**src/rtl/rtc_pkg.sv**
```systemverilog
package rtc_pkg;

  // Packed so that address n selects bits [8n+7:8n]; seconds sit lowest.
  typedef struct packed {
    logic [7:0] cent;
    logic [7:0] yr;
    logic [7:0] mon;
    logic [7:0] mday;
    logic [7:0] dow;
    logic [7:0] hrs;
    logic [7:0] mins;
    logic [7:0] secs;
  } rtc_time_t;

  // Fields the alarm compares; field n matches mask bit n.
  typedef struct packed {
    logic [7:0] mon;
    logic [7:0] mday;
    logic [7:0] hrs;
    logic [7:0] mins;
    logic [7:0] secs;
  } alm_view_t;

  localparam int unsigned ALM_FIELDS = 5;
  localparam logic [3:0]  ADDR_MASK  = 4'd13;
  localparam logic [3:0]  ADDR_CTRL  = 4'd14;

  localparam rtc_time_t RESET_TIME = '{cent: 8'h20, yr: 8'h00, mon: 8'h01,
                                       mday: 8'h01, dow: 8'h01, hrs: 8'h00,
                                       mins: 8'h00, secs: 8'h00};

  typedef enum logic [1:0] {SQW_1HZ = 2'd0, SQW_512 = 2'd1,
                            SQW_4K  = 2'd2, SQW_32K = 2'd3} sqw_sel_e;

  function automatic logic [7:0] bcd_inc(input logic [7:0] v);
    if (v[3:0] == 4'd9) return {v[7:4] + 4'd1, 4'd0};
    return {v[7:4], v[3:0] + 4'd1};
  endfunction

  // Value mod 4 of (10*tens + ones) equals (2*tens + ones) mod 4.
  function automatic logic is_leap(input logic [7:0] yr);
    logic [5:0] s;
    s = {1'b0, yr[7:4], 1'b0} + {2'b00, yr[3:0]};
    return s[1:0] == 2'b00;
  endfunction

  function automatic logic [7:0] month_last_day(input logic [7:0] mon,
                                                input logic [7:0] yr);
    case (mon)
      8'h02:                      return is_leap(yr) ? 8'h29 : 8'h28;
      8'h04, 8'h06, 8'h09, 8'h11: return 8'h30;
      default:                    return 8'h31;
    endcase
  endfunction

  function automatic rtc_time_t advance(input rtc_time_t t);
    rtc_time_t n;
    n = t;
    if (t.secs != 8'h59) n.secs = bcd_inc(t.secs);
    else begin
      n.secs = 8'h00;
      if (t.mins != 8'h59) n.mins = bcd_inc(t.mins);
      else begin
        n.mins = 8'h00;
        if (t.hrs != 8'h23) n.hrs = bcd_inc(t.hrs);
        else begin
          n.hrs = 8'h00;
          n.dow = (t.dow == 8'h07) ? 8'h01 : bcd_inc(t.dow);
          if (t.mday != month_last_day(t.mon, t.yr)) n.mday = bcd_inc(t.mday);
          else begin
            n.mday = 8'h01;
            if (t.mon != 8'h12) n.mon = bcd_inc(t.mon);
            else begin
              n.mon = 8'h01;
              if (t.yr != 8'h99) n.yr = bcd_inc(t.yr);
              else begin
                n.yr   = 8'h00;
                n.cent = (t.cent == 8'h99) ? 8'h00 : bcd_inc(t.cent);
              end
            end
          end
        end
      end
    end
    return n;
  endfunction

endpackage

```
**src/rtl/rtc_prescaler.sv**
```systemverilog
module rtc_prescaler #(
  parameter int unsigned PRESC_W = 16
) (
  input  logic       clk,
  input  logic       rst_n,
  input  logic       osc_edge,
  input  logic       clr,
  output logic       sec_tick,
  output logic [3:0] taps      // {1 Hz, 512 Hz, 4096 Hz, 32768 Hz}
);
  localparam int unsigned TOP    = PRESC_W - 1;
  localparam int unsigned T_512  = (TOP < 6) ? TOP : 6;
  localparam int unsigned T_4K   = (TOP < 3) ? TOP : 3;

  logic [PRESC_W-1:0] cnt;

  assign sec_tick = osc_edge && !clr && (cnt == {PRESC_W{1'b1}});
  assign taps     = {cnt[TOP], cnt[T_512], cnt[T_4K], cnt[0]};

  always_ff @(posedge clk or negedge rst_n) begin
    if (!rst_n)        cnt <= '0;
    else if (clr)      cnt <= '0;
    else if (osc_edge) cnt <= cnt + 1'b1;
  end


  presc_clear_chk: assert property (@(posedge clk) disable iff (!rst_n)
    clr |=> (cnt == '0));


  presc_wrap_chk: assert property (@(posedge clk) disable iff (!rst_n)
    sec_tick |=> (cnt == '0));

endmodule

```
**src/rtl/rtc_timekeeper.sv**
```systemverilog
module rtc_timekeeper
  import rtc_pkg::*;
(
  input  logic       clk,
  input  logic       rst_n,
  input  logic       sec_tick,
  input  logic       wr_en,
  input  logic [2:0] wr_idx,
  input  logic [7:0] wr_data,
  input  logic       rd_strobe,
  output rtc_time_t  snap,
  output alm_view_t  alm_now
);
  rtc_time_t cur, nxt;

  always_comb begin
    nxt = cur;
    if (wr_en)         nxt[{wr_idx, 3'b000} +: 8] = wr_data;
    else if (sec_tick) nxt = advance(cur);
  end

  always_ff @(posedge clk or negedge rst_n) begin
    if (!rst_n) begin
      cur  <= RESET_TIME;
      snap <= RESET_TIME;
    end else begin
      cur <= nxt;
      if (rd_strobe) snap <= cur;
    end
  end

  assign alm_now = '{mon: cur.mon, mday: cur.mday, hrs: cur.hrs,
                     mins: cur.mins, secs: cur.secs};


  time_hold_chk: assert property (@(posedge clk) disable iff (!rst_n)
    (!sec_tick && !wr_en) |=> $stable(cur));


  sec_wrap_chk: assert property (@(posedge clk) disable iff (!rst_n)
    (sec_tick && !wr_en && cur.secs == 8'h59) |=> (cur.secs == 8'h00));


  leap_day_chk: assert property (@(posedge clk) disable iff (!rst_n)
    (sec_tick && !wr_en && cur.mon == 8'h02 && cur.mday == 8'h28 &&
     cur.hrs == 8'h23 && cur.mins == 8'h59 && cur.secs == 8'h59 &&
     is_leap(cur.yr)) |=> (cur.mday == 8'h29));


  snap_frozen_chk: assert property (@(posedge clk) disable iff (!rst_n)
    !rd_strobe |=> $stable(snap));

endmodule

```
**src/rtl/rtc_alarm.sv**
```systemverilog
module rtc_alarm
  import rtc_pkg::*;
(
  input  logic                  clk,
  input  logic                  rst_n,
  input  logic                  sec_tick,
  input  alm_view_t             now,
  input  alm_view_t             target,
  input  logic [ALM_FIELDS-1:0] mask,
  input  logic                  flag_clr,
  output logic                  flag
);
  logic [ALM_FIELDS-1:0] hit;
  logic                  match;
  logic                  tick_q;   // time registers hold the new second now

  for (genvar gi = 0; gi < ALM_FIELDS; gi++) begin : g_field
    assign hit[gi] = !mask[gi] || (now[gi*8 +: 8] == target[gi*8 +: 8]);
  end

  assign match = (|mask) && (&hit);

  always_ff @(posedge clk or negedge rst_n) begin
    if (!rst_n) begin
      tick_q <= 1'b0;
      flag   <= 1'b0;
    end else begin
      tick_q <= sec_tick;
      if (tick_q && match) flag <= 1'b1;
      else if (flag_clr)   flag <= 1'b0;
    end
  end


  flag_sticky_chk: assert property (@(posedge clk) disable iff (!rst_n)
    (flag && !flag_clr) |=> flag);


  flag_after_tick_chk: assert property (@(posedge clk) disable iff (!rst_n)
    $rose(flag) |-> $past(tick_q));

endmodule

```
**src/rtl/rtc_pin_mux.sv**
```systemverilog
module rtc_pin_mux
  import rtc_pkg::*;
(
  input  logic       alarm_mode,
  input  logic       cal_mode,
  input  sqw_sel_e   sel,
  input  logic [3:0] taps,
  input  logic       alarm_flag,
  output logic       pull_low
);
  always_comb begin
    if (cal_mode)        pull_low = taps[2];
    else if (alarm_mode) pull_low = alarm_flag;
    else begin
      case (sel)
        SQW_1HZ: pull_low = taps[3];
        SQW_512: pull_low = taps[2];
        SQW_4K:  pull_low = taps[1];
        default: pull_low = taps[0];
      endcase
    end
  end
endmodule

```
**src/rtl/rtc_calendar_core.sv**
```systemverilog
module rtc_calendar_core
  import rtc_pkg::*;
#(
  parameter int unsigned PRESC_W = 16
) (
  input  logic       clk,
  input  logic       rst_n,
  input  logic       osc_edge,
  input  logic [3:0] reg_addr,
  input  logic       reg_wr,
  input  logic [7:0] reg_wdata,
  input  logic       rd_strobe,
  output logic [7:0] reg_rdata,
  output logic       mp_oe,
  output logic       mp_level
);
  logic       time_wr, flag_clr, sec_tick, alarm_flag;
  logic       alarm_mode, cal_mode;
  sqw_sel_e   sqw_sel;
  logic [3:0] taps;
  logic [ALM_FIELDS-1:0] alm_mask;
  logic [7:0] alm_cfg [ALM_FIELDS];
  rtc_time_t  snap;
  alm_view_t  alm_now, alm_target;

  assign time_wr  = reg_wr && !reg_addr[3];
  assign flag_clr = reg_wr && (reg_addr == ADDR_CTRL) && !reg_wdata[7];

  for (genvar gi = 0; gi < ALM_FIELDS; gi++) begin : g_alm_cfg
    always_ff @(posedge clk or negedge rst_n) begin
      if (!rst_n) alm_cfg[gi] <= 8'h00;
      else if (reg_wr && reg_addr == 4'(8 + gi)) alm_cfg[gi] <= reg_wdata;
    end
  end

  always_ff @(posedge clk or negedge rst_n) begin
    if (!rst_n) begin
      alm_mask   <= '0;
      alarm_mode <= 1'b0;
      cal_mode   <= 1'b0;
      sqw_sel    <= SQW_1HZ;
    end else if (reg_wr) begin
      if (reg_addr == ADDR_MASK) alm_mask <= reg_wdata[ALM_FIELDS-1:0];
      if (reg_addr == ADDR_CTRL) begin
        alarm_mode <= reg_wdata[0];
        cal_mode   <= reg_wdata[1];
        sqw_sel    <= sqw_sel_e'(reg_wdata[3:2]);
      end
    end
  end

  assign alm_target = '{mon: alm_cfg[4], mday: alm_cfg[3], hrs: alm_cfg[2],
                        mins: alm_cfg[1], secs: alm_cfg[0]};

  rtc_prescaler #(.PRESC_W(PRESC_W)) u_presc (
    .clk(clk), .rst_n(rst_n), .osc_edge(osc_edge), .clr(time_wr),
    .sec_tick(sec_tick), .taps(taps));

  rtc_timekeeper u_time (
    .clk(clk), .rst_n(rst_n), .sec_tick(sec_tick), .wr_en(time_wr),
    .wr_idx(reg_addr[2:0]), .wr_data(reg_wdata), .rd_strobe(rd_strobe),
    .snap(snap), .alm_now(alm_now));

  rtc_alarm u_alarm (
    .clk(clk), .rst_n(rst_n), .sec_tick(sec_tick), .now(alm_now),
    .target(alm_target), .mask(alm_mask), .flag_clr(flag_clr),
    .flag(alarm_flag));

  rtc_pin_mux u_pin (
    .alarm_mode(alarm_mode), .cal_mode(cal_mode), .sel(sqw_sel),
    .taps(taps), .alarm_flag(alarm_flag), .pull_low(mp_oe));

  assign mp_level = !mp_oe;

  always_comb begin
    case (reg_addr)
      4'd8, 4'd9, 4'd10, 4'd11, 4'd12:
                 reg_rdata = alm_cfg[reg_addr - 4'd8];
      ADDR_MASK: reg_rdata = {{(8-ALM_FIELDS){1'b0}}, alm_mask};
      ADDR_CTRL: reg_rdata = {alarm_flag, 3'b000, sqw_sel, cal_mode, alarm_mode};
      4'd15:     reg_rdata = 8'h00;
      default:   reg_rdata = snap[{reg_addr[2:0], 3'b000} +: 8];
    endcase
  end


  alarm_pin_chk: assert property (@(posedge clk) disable iff (!rst_n)
    (alarm_mode && !cal_mode && alarm_flag) |-> !mp_level);


  fast_sqw_chk: assert property (@(posedge clk) disable iff (!rst_n)
    (!alarm_mode && !cal_mode && sqw_sel == SQW_32K && osc_edge && !reg_wr)
      |=> (mp_oe != $past(mp_oe)));

endmodule

```
**config.mk**
```make
export PLATFORM = sky130hd
export DESIGN_NAME = rtc_calendar_core
export DESIGN_NICKNAME = d
export VERILOG_FILES = /design/src/rtl/rtc_pkg.sv /design/src/rtl/rtc_prescaler.sv /design/src/rtl/rtc_timekeeper.sv /design/src/rtl/rtc_alarm.sv /design/src/rtl/rtc_pin_mux.sv /design/src/rtl/rtc_calendar_core.sv
export SDC_FILE = /design/constraint.sdc
export NUM_CORES = 1
export LEC_CHECK = 0
export BUFFER_PORTS_ARGS = -buffer_cell sky130_fd_sc_hd__buf_2
export CAP_MARGIN = 0
export CORE_MARGIN = 2
export CORE_UTILIZATION = 60
export CTS_CLUSTER_DIAMETER = 80
export CTS_CLUSTER_SIZE = 8
export DETAILED_ROUTE_END_ITERATION = 16
export GPL_TIMING_DRIVEN = 0
export PLACE_DENSITY = 0.85
export SYNTH_ARGS = -nofsm -noshare
export SYNTH_HDL_FRONTEND = slang
export SYNTH_SLANG_ARGS = --single-unit
```
**constraint.sdc**
```tcl
create_clock -name clk -period 4.1 [get_ports clk]
set_clock_uncertainty 0.15 [all_clocks]
set_input_delay 0.615 -clock clk [delete_from_list [all_inputs] [get_ports clk]]
set_output_delay 0.615 -clock clk [all_outputs]
set_load 0.005 [all_outputs]
```
==> impl_results.md, run 1 <==
- CTS max path bufs: 2
- P per Cell Area: 415.7 mW/mm²
- Diodes inserted: 0
- CTS clk-pin slew, worst paths: 0.07 ns
- DR vias: ~9400
- Later-pin clock latency in the skew report: 0.44 ns
- Reg2reg setup slack: 0.32 ns
- Wire per inst: 24.86 µm
- Initial antenna violation count: 1
- Total GRT Usage: a little over a third
- Net Count, Synth: 1109
- Worst setup SP type: input port
- # IOs: 27
- Critical path endpoint category: register
- Most used cell, CP: clkbuf_1
- Total of max-cap violations: 0
- LEAKAGE: 5.263 nW
- FMAX: around 0.25 GHz
- Drt first pass iters: 6
- H-tree level count: 4
- Fin crit period: around 4 ns
- DP HPWL: 24130 µm
- CTS tree: done
- Pre-CTS setup slack: -0.7864 ns
- Global route overflow: 0
- Die H: about 140 µm
- Layout cell share with drive strength beyond 1: 21.20%
- DRC: 0
- Critical Path Fanout Max: 10
- Worst vdd ir: 0.3127 mV
- RSZ-0062 raised after global routing: no
- Num Clock Sinks: ~200
- Hold Slack: -0.004722 ns
- # fillers: around 1400
- Vias in the first global route: approximately 9100
- Cells after synthesis: 1056
- Failing checks: hold timing
- Max stage delay on crit path: 0.68 ns
- Starting Density: 60.60%
- Syn Area/Cell: roughly 11 µm²
- Max_slew headroom: 31.07%
- Die ar.: between 0.015 and 0.02 mm²
- Fin crit share: between 90% and 100%
- Site Rows: 50
- Final hold vios: 4
- Area of the core: 0.01858 mm²
- Crit path max-delay family: simple AND/OR/NAND/NOR gates
- EDFF count, synth: 0
- Seq/Total Area, Yosys: 43.43%
- Fin cells: 1347
- Worst r2r path cells: 7
- Via/cell ratio: 6.994
- Final ANT Viol Nets: 0
- Post-Syn Area: 0.01126 mm²
- Final nets: 1153
- First-pass GRT wire length: 52110 µm
- Final-report setup violation count: 0
- Worst slew pin tran: slightly above 1 ns
- Warnings from Yosys: 0
- WL final: 33490 µm
- Final Util: 66.42%
- CP max stage cell: or4b_2
- Commonest non-fill, non-tap cells in the layout: dfrtp_1, mux2_2, nand2_1
- Cell variety after synth: 76
- Port Buffers: 25
- Most used flip-flop cell after synthesis: dfrtp_1
- Area grow syn2layout: 9.612%
- Buf/Inv on CP: 6
- Setup bufs post-CTS: 0
- Worst reg2reg startpoint: u_presc.cnt[0]
- Asr flop ratio synth: 100.0%
- Pin count of the biggest net entering global routing: 116
- Required time of the critical path: 4.33 ns
- Fin. max-slew vios: 0
- Worst Hold Class: input port to asynchronous set/reset pin
- Cts bufs inserted: 17
- Status: finished, violations left
- Register bit total from synthesis: 195
- CTS Root Cell: clkbuf_16
- Worst EP arrival: 4.21 ns
- CP Cell Sequence: buf_2, clkbuf_1, inv_1, clkbuf_1, clkbuf_2, ha_1, clkbuf_1, nor3b_1, and4b_1, a21oi_1, or4b_2, nand3_1
- Final GP Congestion: 1.001
- Most common cell after layout, fill and taps aside: dfrtp_1
- Drt initial violations: between 1000 and 1500
- Worst r2r dst: u_time.cur[51]
- DP Cell Count: 1316
- Final WS setup: between 0.1 and 0.15 ns
- DIE WIDTH: approximately 140 µm
- Setup CP Type: input port to register
## final cells by class
cell class                 count  area [µm²]  area share [%]
sequential                   195        4890           39.62
clock inverter                12       141.4           1.146
tap                          234       292.8           2.372
buffer                        54       221.5           1.794
timing repair buffer          26       162.7           1.318
clock buffer                  20       466.7           3.781
multi-input combinational    765        6013           48.72
inverter                      41       153.9           1.247
## how the worst max path moves through the flow
stage | startpoint | to | cells past startpoint
2_1_floorplan | reg_addr[1] | u_time.alm_now[6] | 11
3_3_place_gp | rst_n | u_time.snap[28] | 1
3_5_place_dp | reg_addr[1] | u_time.cur[51] | 12
4_1_cts | reg_addr[0] | reg_rdata[6] | 7
5_1_grt | reg_addr[2] | u_time.alm_now[6] | 12
6_report | reg_addr[2] | u_time.alm_now[6] | 12
## stage by stage
stage	hold WS (ns)	instance area (µm²)	setup TNS [ns]	power, W
finish	-0.004722	12340	0	0.005131
global route	0.05706	12340	0	0.005324
global placement	0.3340	11680	-185.38	0.003327
floorplan	0.1694	11260	0	0.003022
detailed placement	0.3433	11720	-22.29	0.003385
CTS	0.02987	12330	0	0.005111
## where the power goes
group	internal [W]	switching (W)
logic	0.000458	0.000477
registers	0.00217	0.000286
clock network	0.000961	0.000782
## flip-flops by register name, summed over array words and instances (netlist names)
register / count
alarm_mode: 1
alm_mask: 5
u_time.alm_now: 40
u_time.snap: 64
u_alarm.tick_q: 1
u_alarm.flag: 1
alm_cfg: 40
cal_mode: 1
sqw_sel: 2
u_presc.cnt: 16
u_time.cur: 24
## per-layer routing
layer / up-vias / part of all wire, % / global-route usage [%]
li1: 4016 / - / -
met1: 4680 / 39 / 47.31
met2: 597 / 45 / 52.63
met3: 128 / 11 / 7.846
met4: 0 / 5.2 / 18.26
met5: - / 0 / 0
## synth_stat cells, types with 9 or more instances
library cell    n  share of area, %
mux2i_1        11              0.98
mux2_2        117                12
or3_1          11              0.61
nand4_1        28               1.6
ha_1           36               4.0
nand2_1        73               2.4
clkbuf_1       42               1.4
dfrtp_1       187                42
nor2_1         64               2.1
nor3_1         20              0.89
a22oi_1        23               1.5
o21ai_0        62               2.8
nor3b_1        10              0.67
xnor2_1        40               3.1
and3_1          9              0.50
inv_1          41               1.4
mux4_2         25               5.0
xor2_1         15               1.2
nand3_1        27               1.2
a21oi_1        44               2.0
## cell families after synthesis
| family | after synthesis | share of synthesized area (%) |
|---|---|---|
| DFF | 195 | 43.43 |
| and+or+nand+nor | 295 | 13.65 |
| muxes | 154 | 17.78 |
| adders and majority gates | 36 | 4.000 |
| xor gates and xnor gates | 55 | 4.278 |
| AOI/OAI and AO/OA | 225 | 13.61 |
| buffers and inverters | 96 | 3.256 |
## timing repair
item,in CTS,in global routing
hold buffers,0,0
gates resized for setup,3,6
endpoints found under the setup margin,24,20
Power figures use the tool's default switching activity.
==> run 2, diff against run 1 <==
SYNTH_HIERARCHICAL = 1   (was default)
==> impl_results.md, run 2 <==
- Drt first pass iters: 6 (unchanged)
- Top-area cell type share of the netlist area: 39.13% (-2.4 points)
- Cts bufs inserted: 17 (unchanged)
- Status: finished clean
- Most common cell after layout, fill and taps aside: dfrtp_1
- Seq/Total Area, Yosys: 40.89% (-2.5 points)
- CP max stage cell: o41ai_4
- Post-Syn Area: 0.01196 mm² (+6.2%)
- Final-report setup violation count: 0 (unchanged)
- Crit path max-delay family: simple AND/OR/NAND/NOR gates
- DRC: 0 (unchanged)
- P per Cell Area: 432.0 mW/mm² (+3.9%)
- DP HPWL: 24670 µm (+2.2%)
- Register cell area after layout: 0.004892 mm² (about the same)
- Wire per inst: 25.32 µm (+1.8%)
- Worst vdd ir: 0.2721 mV (-13%)
- Area of the core: 0.01953 mm² (+5.1%)
- Asr flop ratio synth: 100.0% (unchanged)
- H-tree level count: 4 (unchanged)
- RSZ-0062 raised after global routing: no
- Reg2reg setup slack: 0.07 ns (-0.25 ns)
- Fin crit period: 4.029 ns (+0.04194 ns)
- Setup TNS: 0 ns (unchanged)
- CTS tree: done
- Fin crit share: 98.28% (+1.0 points)
- Site Rows: 51 (+2.0%)
- Diodes inserted: 0 (unchanged)
- Die ar.: 0.02108 mm² (+6.0%)
- # IOs: 27 (unchanged)
- Commonest non-fill, non-tap cells in the layout: dfrtp_1, mux2_2, o21ai_0
- CP Depth: 11 (-1)
- CP Cell Sequence: ha_1, nand4_4, buf_6, or4_1, nor3_4, and4b_2, a41oi_2, or3_1, clkbuf_1, o41ai_4, mux2_4
- EDFF count, synth: 0 (unchanged)
- Global route overflow: 0 (unchanged)
- Worst r2r dst: u_time/cur[59]
- Max reg flops: 64 (unchanged)
- DR vias: 10020 (+6.3%)
- Top cells by area, synth: dfrtp_1, mux2_2, mux4_2
- Post-synth top area cell: dfrtp_1
- Max stage delay on crit path: 0.54 ns (-0.14 ns)
- # fillers: 1441 (+0.56%)
- CTS clk-pin slew, worst paths: 0.08 ns (about the same)
- Setup CP Type: register to register
- DIE WIDTH: 145.2 µm (+3.0%)
- Final GP Congestion: 0.9498 (-5.1%)
- Net Count, Synth: 1164 (+5.0%)
- Initial antenna violation count: 1 (unchanged)
- Footprint of the multi-input gates: 0.006360 mm² (+5.8%)
- LEAKAGE: 5.544 nW (+5.3%)
- Required time of the critical path: 4.28 ns (-0.05 ns)
- Worst setup SP type: register
- Fin. max-slew vios: 0 (unchanged)
- Area grow syn2layout: 9.395%
- CP startpoint: u_presc/cnt[0]
- Buf/Inv on CP: 2 (-4)
- FMAX: 0.2482 GHz (-1.0%)
- Largest Register: u_time/snap
- Via/cell ratio: 6.975 (-0.27%)
- CTS Root Cell: clkbuf_16
- Final hold vios: 0 (-4)
- Most frequent cell after synthesis: dfrtp_1
- Total GRT Usage: 35.13% (+0.33 points)
- Later-pin clock latency in the skew report: 0.46 ns (+0.02 ns)
- Synth cell count leaders: dfrtp_1, mux2_2, o21ai_0, nor2_1, nand2_1
- Num Clock Sinks: 195 (unchanged)
- Final nets: 1209 (+4.9%)
- Total of max-cap violations: 0 (unchanged)
- Drt initial violations: 1569 (+38%)
- Warnings from Yosys: 6 (+6)
- Worst r2r path cells: 11 (+4)
- Cell variety after synth: 88 (+16%)
- Critical Path Fanout Max: 10 (unchanged)
- Worst slew pin tran: 0.8441 ns (-0.1813 ns)
- Port Buffers: 23 (-8.0%)
- Register bit total from synthesis: 195 (unchanged)
- CTS max path bufs: 2 (unchanged)
- Die H: 145.2 µm (+3.0%)
- Final ANT Viol Nets: 0 (unchanged)
- Cells after synthesis: 1114 (+5.5%)
- Vias in the first global route: 9689 (+6.4%)
- Final Util: 67.00% (+0.58 points)
- Most used flip-flop cell after synthesis: dfrtp_1
- WL final: 36360 µm (+8.6%)
- Critical path endpoint category: register
- Pin count of the biggest net entering global routing: 101 (-13%)
- Max_slew headroom: 43.73% (+13 points)
- First-pass GRT wire length: 56550 µm (+8.5%)
- Hold Slack: 0.06682 ns (+0.07154 ns)
- Syn Area/Cell: 10.74 µm² (+0.68%)
- Worst Hold Class: input port to asynchronous set/reset pin
- Starting Density: 61.25% (+0.65 points)
- Layout cell share with drive strength beyond 1: 25.88% (+4.7 points)
- Worst EP arrival: 4.21 ns (about the same)
- Worst reg2reg startpoint: u_presc/cnt[0]
==> run 2: cell count changes in the layout (fill, tap and decap cells not counted), sizes merged, moves of 8 or more <==
| cell | previous run | this run |
|---|---|---|
| a22oi | 23 | 2 |
| clkbuf | 63 | 41 |
| buf | 36 | 92 |
| nand3 | 27 | 35 |
| a31oi | 3 | 20 |
| nor3 | 20 | 10 |
| o32a | 2 | 11 |
| nor2b | 7 | 19 |
| nand2 | 73 | 58 |
==> run 2: layout make-up <==
class | count | area share [%]
repair buffers | 26 | 1.282
clock inverters | 14 | 1.262
clock buffers | 17 | 3.252
multi-input cells | 786 | 48.61
inverters | 43 | 1.234
well taps | 265 | 2.534
flip-flops and latches | 195 | 37.39
plain buffers | 90 | 4.428
==> run 2: worst max path at each step <==
stage	end	slack [ns]
2_1_floorplan	u_time/cur[59]	0.55
3_3_place_gp	u_time/alm_now[13]	-0.96
3_5_place_dp	u_time/alm_now[34]	-0.83
4_1_cts	u_time/alm_now[38]	0.03
5_1_grt	u_time/cur[59]	0.03
6_report	u_time/cur[59]	0.07
==> run 2: where the power goes <==
group	switching (W)	internal, W
Combinational	0.000662	0.000649
Clock	0.000810	0.000916
Sequential	0.000390	0.00223
Total	0.00186	0.00379
==> run 2: layer usage <==
layer	GRT usage (%)	vias up	share of wire, %
met4	21.76	2	6.6
met2	52.60	759	44
met5	0	-	0.12
met3	9.277	187	12
li1	-	4185	-
met1	45.76	4883	37
==> run 2: kinds of logic (layout without fill, tap and decap cells) <==
group	count (synthesis)	after routing	share of synthesized area (%)
DFF	195	195	40.89
AOI/OAI and AO/OA	230	230	13.13
and+or+nand+nor	310	310	14.63
muxes	168	168	18.47
adders and majority gates	33	33	3.453
xor gates and xnor gates	45	45	3.296
buffers and inverters	133	190	6.141
==> run 2: timing repair <==
action | in CTS | in global routing
endpoints found under the setup margin | 17 | 14
gates resized for setup | 3 | 12
cloned | 0 | 0
pin swaps | 0 | 2
setup buffers | 0 | 2
hold buffers | 0 | 0
==> run 2: through the flow <==
stage	total power (W)	cell area (µm²)	instances	setup slack (ns)
finish	0.005652	13080	1436	0.07065
global route	0.005867	13080	1436	0.02716
CTS	0.005603	13040	1434	0.02640
detailed placement	0.003875	12440	1403	-0.8306
global placement	0.003796	12410	1402	-0.9648
floorplan	0.003423	11960	1114	0.5498
==> run 3, diff against run 2 <==
CAP_MARGIN = 25   (was 0)
CORE_MARGIN = default   (was 2)
==> impl_results.md, run 3 (synthesized netlist as in run 2, its figures left out) <==
- Status: finished, violations left
- Crit path max-delay family: simple AND/OR/NAND/NOR gates
- Hold Slack: -0.006927 ns (-0.07375 ns)
- Top sig layer: met4
- CP max stage cell: or4_1
- Failing checks: hold timing
- Final nets: 1209 (unchanged)
- H-tree level count: 4 (unchanged)
- Final-report setup violation count: 0 (unchanged)
- Worst Hold Class: input port to asynchronous set/reset pin
- Drt first pass iters: 5 (-1)
- Fin cells: 1439 (+0.21%)
- Area of the core: 0.01953 mm² (unchanged)
- Metal2 WL: 15760 µm (-2.1%)
- Footprint of the multi-input gates: 0.006351 mm² (-0.14%)
- Total of max-cap violations: 0 (unchanged)
- Final GP Congestion: 0.9667 (+1.8%)
- Final hold vios: 10 (+10)
- Fin. max-slew vios: 0 (unchanged)
- Max stage delay on crit path: 0.51 ns (-0.03 ns)
- DRC: 0 (unchanged)
- CP Cell Sequence: ha_1, nand4_4, buf_6, or4_1, nor3_4, and4b_1, a41oi_1, or3_1, clkbuf_1, o41ai_4, mux2_4
- Total GRT Usage: 36.47% (+1.3 points)
- Design area: 0.01310 mm² (+0.12%)
- Most common cell after layout, fill and taps aside: dfrtp_1
- LEAKAGE: 5.544 nW (about the same)
- Pin count of the biggest net entering global routing: 125 (+24%)
- M1 WL: 13750 µm (+2.7%)
- DP HPWL: 24470 µm (-0.81%)
- WL final: 35520 µm (-2.3%)
- Layout cell share with drive strength beyond 1: 25.60% (-0.28 points)
- Placed cell areas: 0.01244 mm² (unchanged)
- Fin crit share: 97.85% (-0.42 points)
- Routed wl met3: 4218 µm (-4.6%)
- Critical Path Fanout Max: 10 (unchanged)
- Worst vdd ir: 0.2967 mV (+9.0%)
- Worst setup SP type: register
- Required time of the critical path: 4.28 ns (about the same)
- DIE WIDTH: 143.2 µm (-1.4%)
- DR vias: 10000 (-0.13%)
- # IOs: 27 (unchanged)
- Max_slew headroom: 41.54% (-2.2 points)
- Largest Register: u_time/snap
- Die H: 143.2 µm (-1.4%)
- Final Util: 67.08% (+0.083 points)
- Critical path endpoint category: register
- Global route overflow: 0 (unchanged)
- DP Cell Count: 1403 (unchanged)
- CTS tree: done
- Worst EP arrival: 4.19 ns (-0.02 ns)
- Commonest non-fill, non-tap cells in the layout: dfrtp_1, mux2_2, o21ai_0
- Site Rows: 51 (unchanged)
- First-pass GRT wire length: 54990 µm (-2.8%)
- P per Cell Area: 432.8 mW/mm² (+0.17%)
- Power, Total: 0.005669 W (+0.30%)
- Initial antenna violation count: 1 (unchanged)
- CTS Root Cell: clkbuf_16
- CTS clk-pin slew, worst paths: 0.08 ns (about the same)
- CTS max path bufs: 2 (unchanged)
- Starting Density: 61.25% (unchanged)
- Fin crit period: 4.012 ns (-0.01739 ns)
- FMAX: 0.2493 GHz (+0.43%)
- Worst slew pin tran: 0.8655 ns (+0.02141 ns)
- Vias in the first global route: 9553 (-1.4%)
- Register cell area after layout: 0.004891 mm² (about the same)
- Num Clock Sinks: 195 (unchanged)
- Port Buffers: 23 (unchanged)
- Wire per inst: 24.69 µm (-2.5%)
- Max reg flops: 64 (unchanged)
- Via/cell ratio: 6.951 (-0.34%)
- Buf/Inv on CP: 2 (unchanged)
- Final ANT Viol Nets: 0 (unchanged)
- # fillers: 1443 (+0.14%)
- Drt initial violations: 1344 (-14%)
- Die ar.: 0.02050 mm² (-2.7%)
- Cts bufs inserted: 17 (unchanged)
- Setup CP Type: register to register
- Area grow syn2layout: 9.531%
- Later-pin clock latency in the skew report: 0.45 ns (about the same)
- Setup TNS: 0 ns (unchanged)
## run 3: cell types whose count changed in the layout (fill, tap and decap cells not counted), sizes merged
cell and delta:
diode +2, buf -1, clkbuf +1, inv +1
## run 3: through the flow
| step | setup WS (ns) | hold WS, ns |
|---|---|---|
| 3_5_place_dp | -0.7438 | 0.3374 |
| 2_1_floorplan | 0.5498 | 0.1694 |
| 5_1_grt | -0.004006 | 0.03218 |
| 6_report | 0.08804 | -0.006927 |
| 3_3_place_gp | -0.9735 | 0.3312 |
| 4_1_cts | 0.02028 | 0.006033 |
## run 3: layer usage
layer | vias to the layer above | GRT usage [%]
li1 | 4207 | -
met5 | - | 0
met2 | 755 | 55.51
met1 | 4897 | 48.14
met3 | 144 | 9.188
met4 | 0 | 18.85
## run 3: path summary, 6_finish.rpt
check | end | cells after the start | start | slack, ns
worst min-delay path | u_time/alm_now[33] | 1 | rst_n | -0.007
min in group clk | u_time/snap[8] | 1 | u_time/snap[8] | 0.35
max in group asynchronous | u_presc/cnt[0] | 2 | rst_n | 2.78
worst max-delay path | u_time/cur[59] | 11 | u_presc/cnt[1] | 0.09
worst min register to register | u_time/snap[8] | 1 | u_time/snap[8] | 0.35
worst max register to register | u_time/cur[59] | 11 | u_presc/cnt[1] | 0.09
## run 3: timing repair
action                     4_1_cts  5_1_grt
gates resized for setup          2        8
hold buffers                     0        0
buffers inserted                 0        2
setup endpoints to repair       11       34
hold endpoints to repair         0        0
pin swaps                        0        1
## run 3: cell type report
| class | instances | area share [%] |
|---|---|---|
| diodes | 2 | 0.03821 |
| plain buffers | 90 | 4.413 |
| clock buffers | 17 | 3.248 |
| clock inverters | 15 | 1.433 |
| inverters | 43 | 1.232 |
| multi-input cells | 786 | 48.49 |
| flip-flops and latches | 195 | 37.34 |
| well taps | 265 | 2.531 |
| repair buffers | 26 | 1.280 |
## run 3: where the power goes
group / internal [W] / switching [W]
Sequential: 0.00222 / 0.000382
Combinational: 0.000648 / 0.000662
Clock: 0.000931 / 0.000821
Total: 0.00380 / 0.00186
## run 3: worst reg2reg max path, delay by kind of cell (launching register included)
family / cells / cell delay [ns]
buffers and inverters: 2 / 0.36
DFF: 1 / 0.43
AOI/OAI and AO/OA: 2 / 0.70
and+or+nand+nor: 5 / 1.67
muxes: 1 / 0.34
adders and majority gates: 1 / 0.24
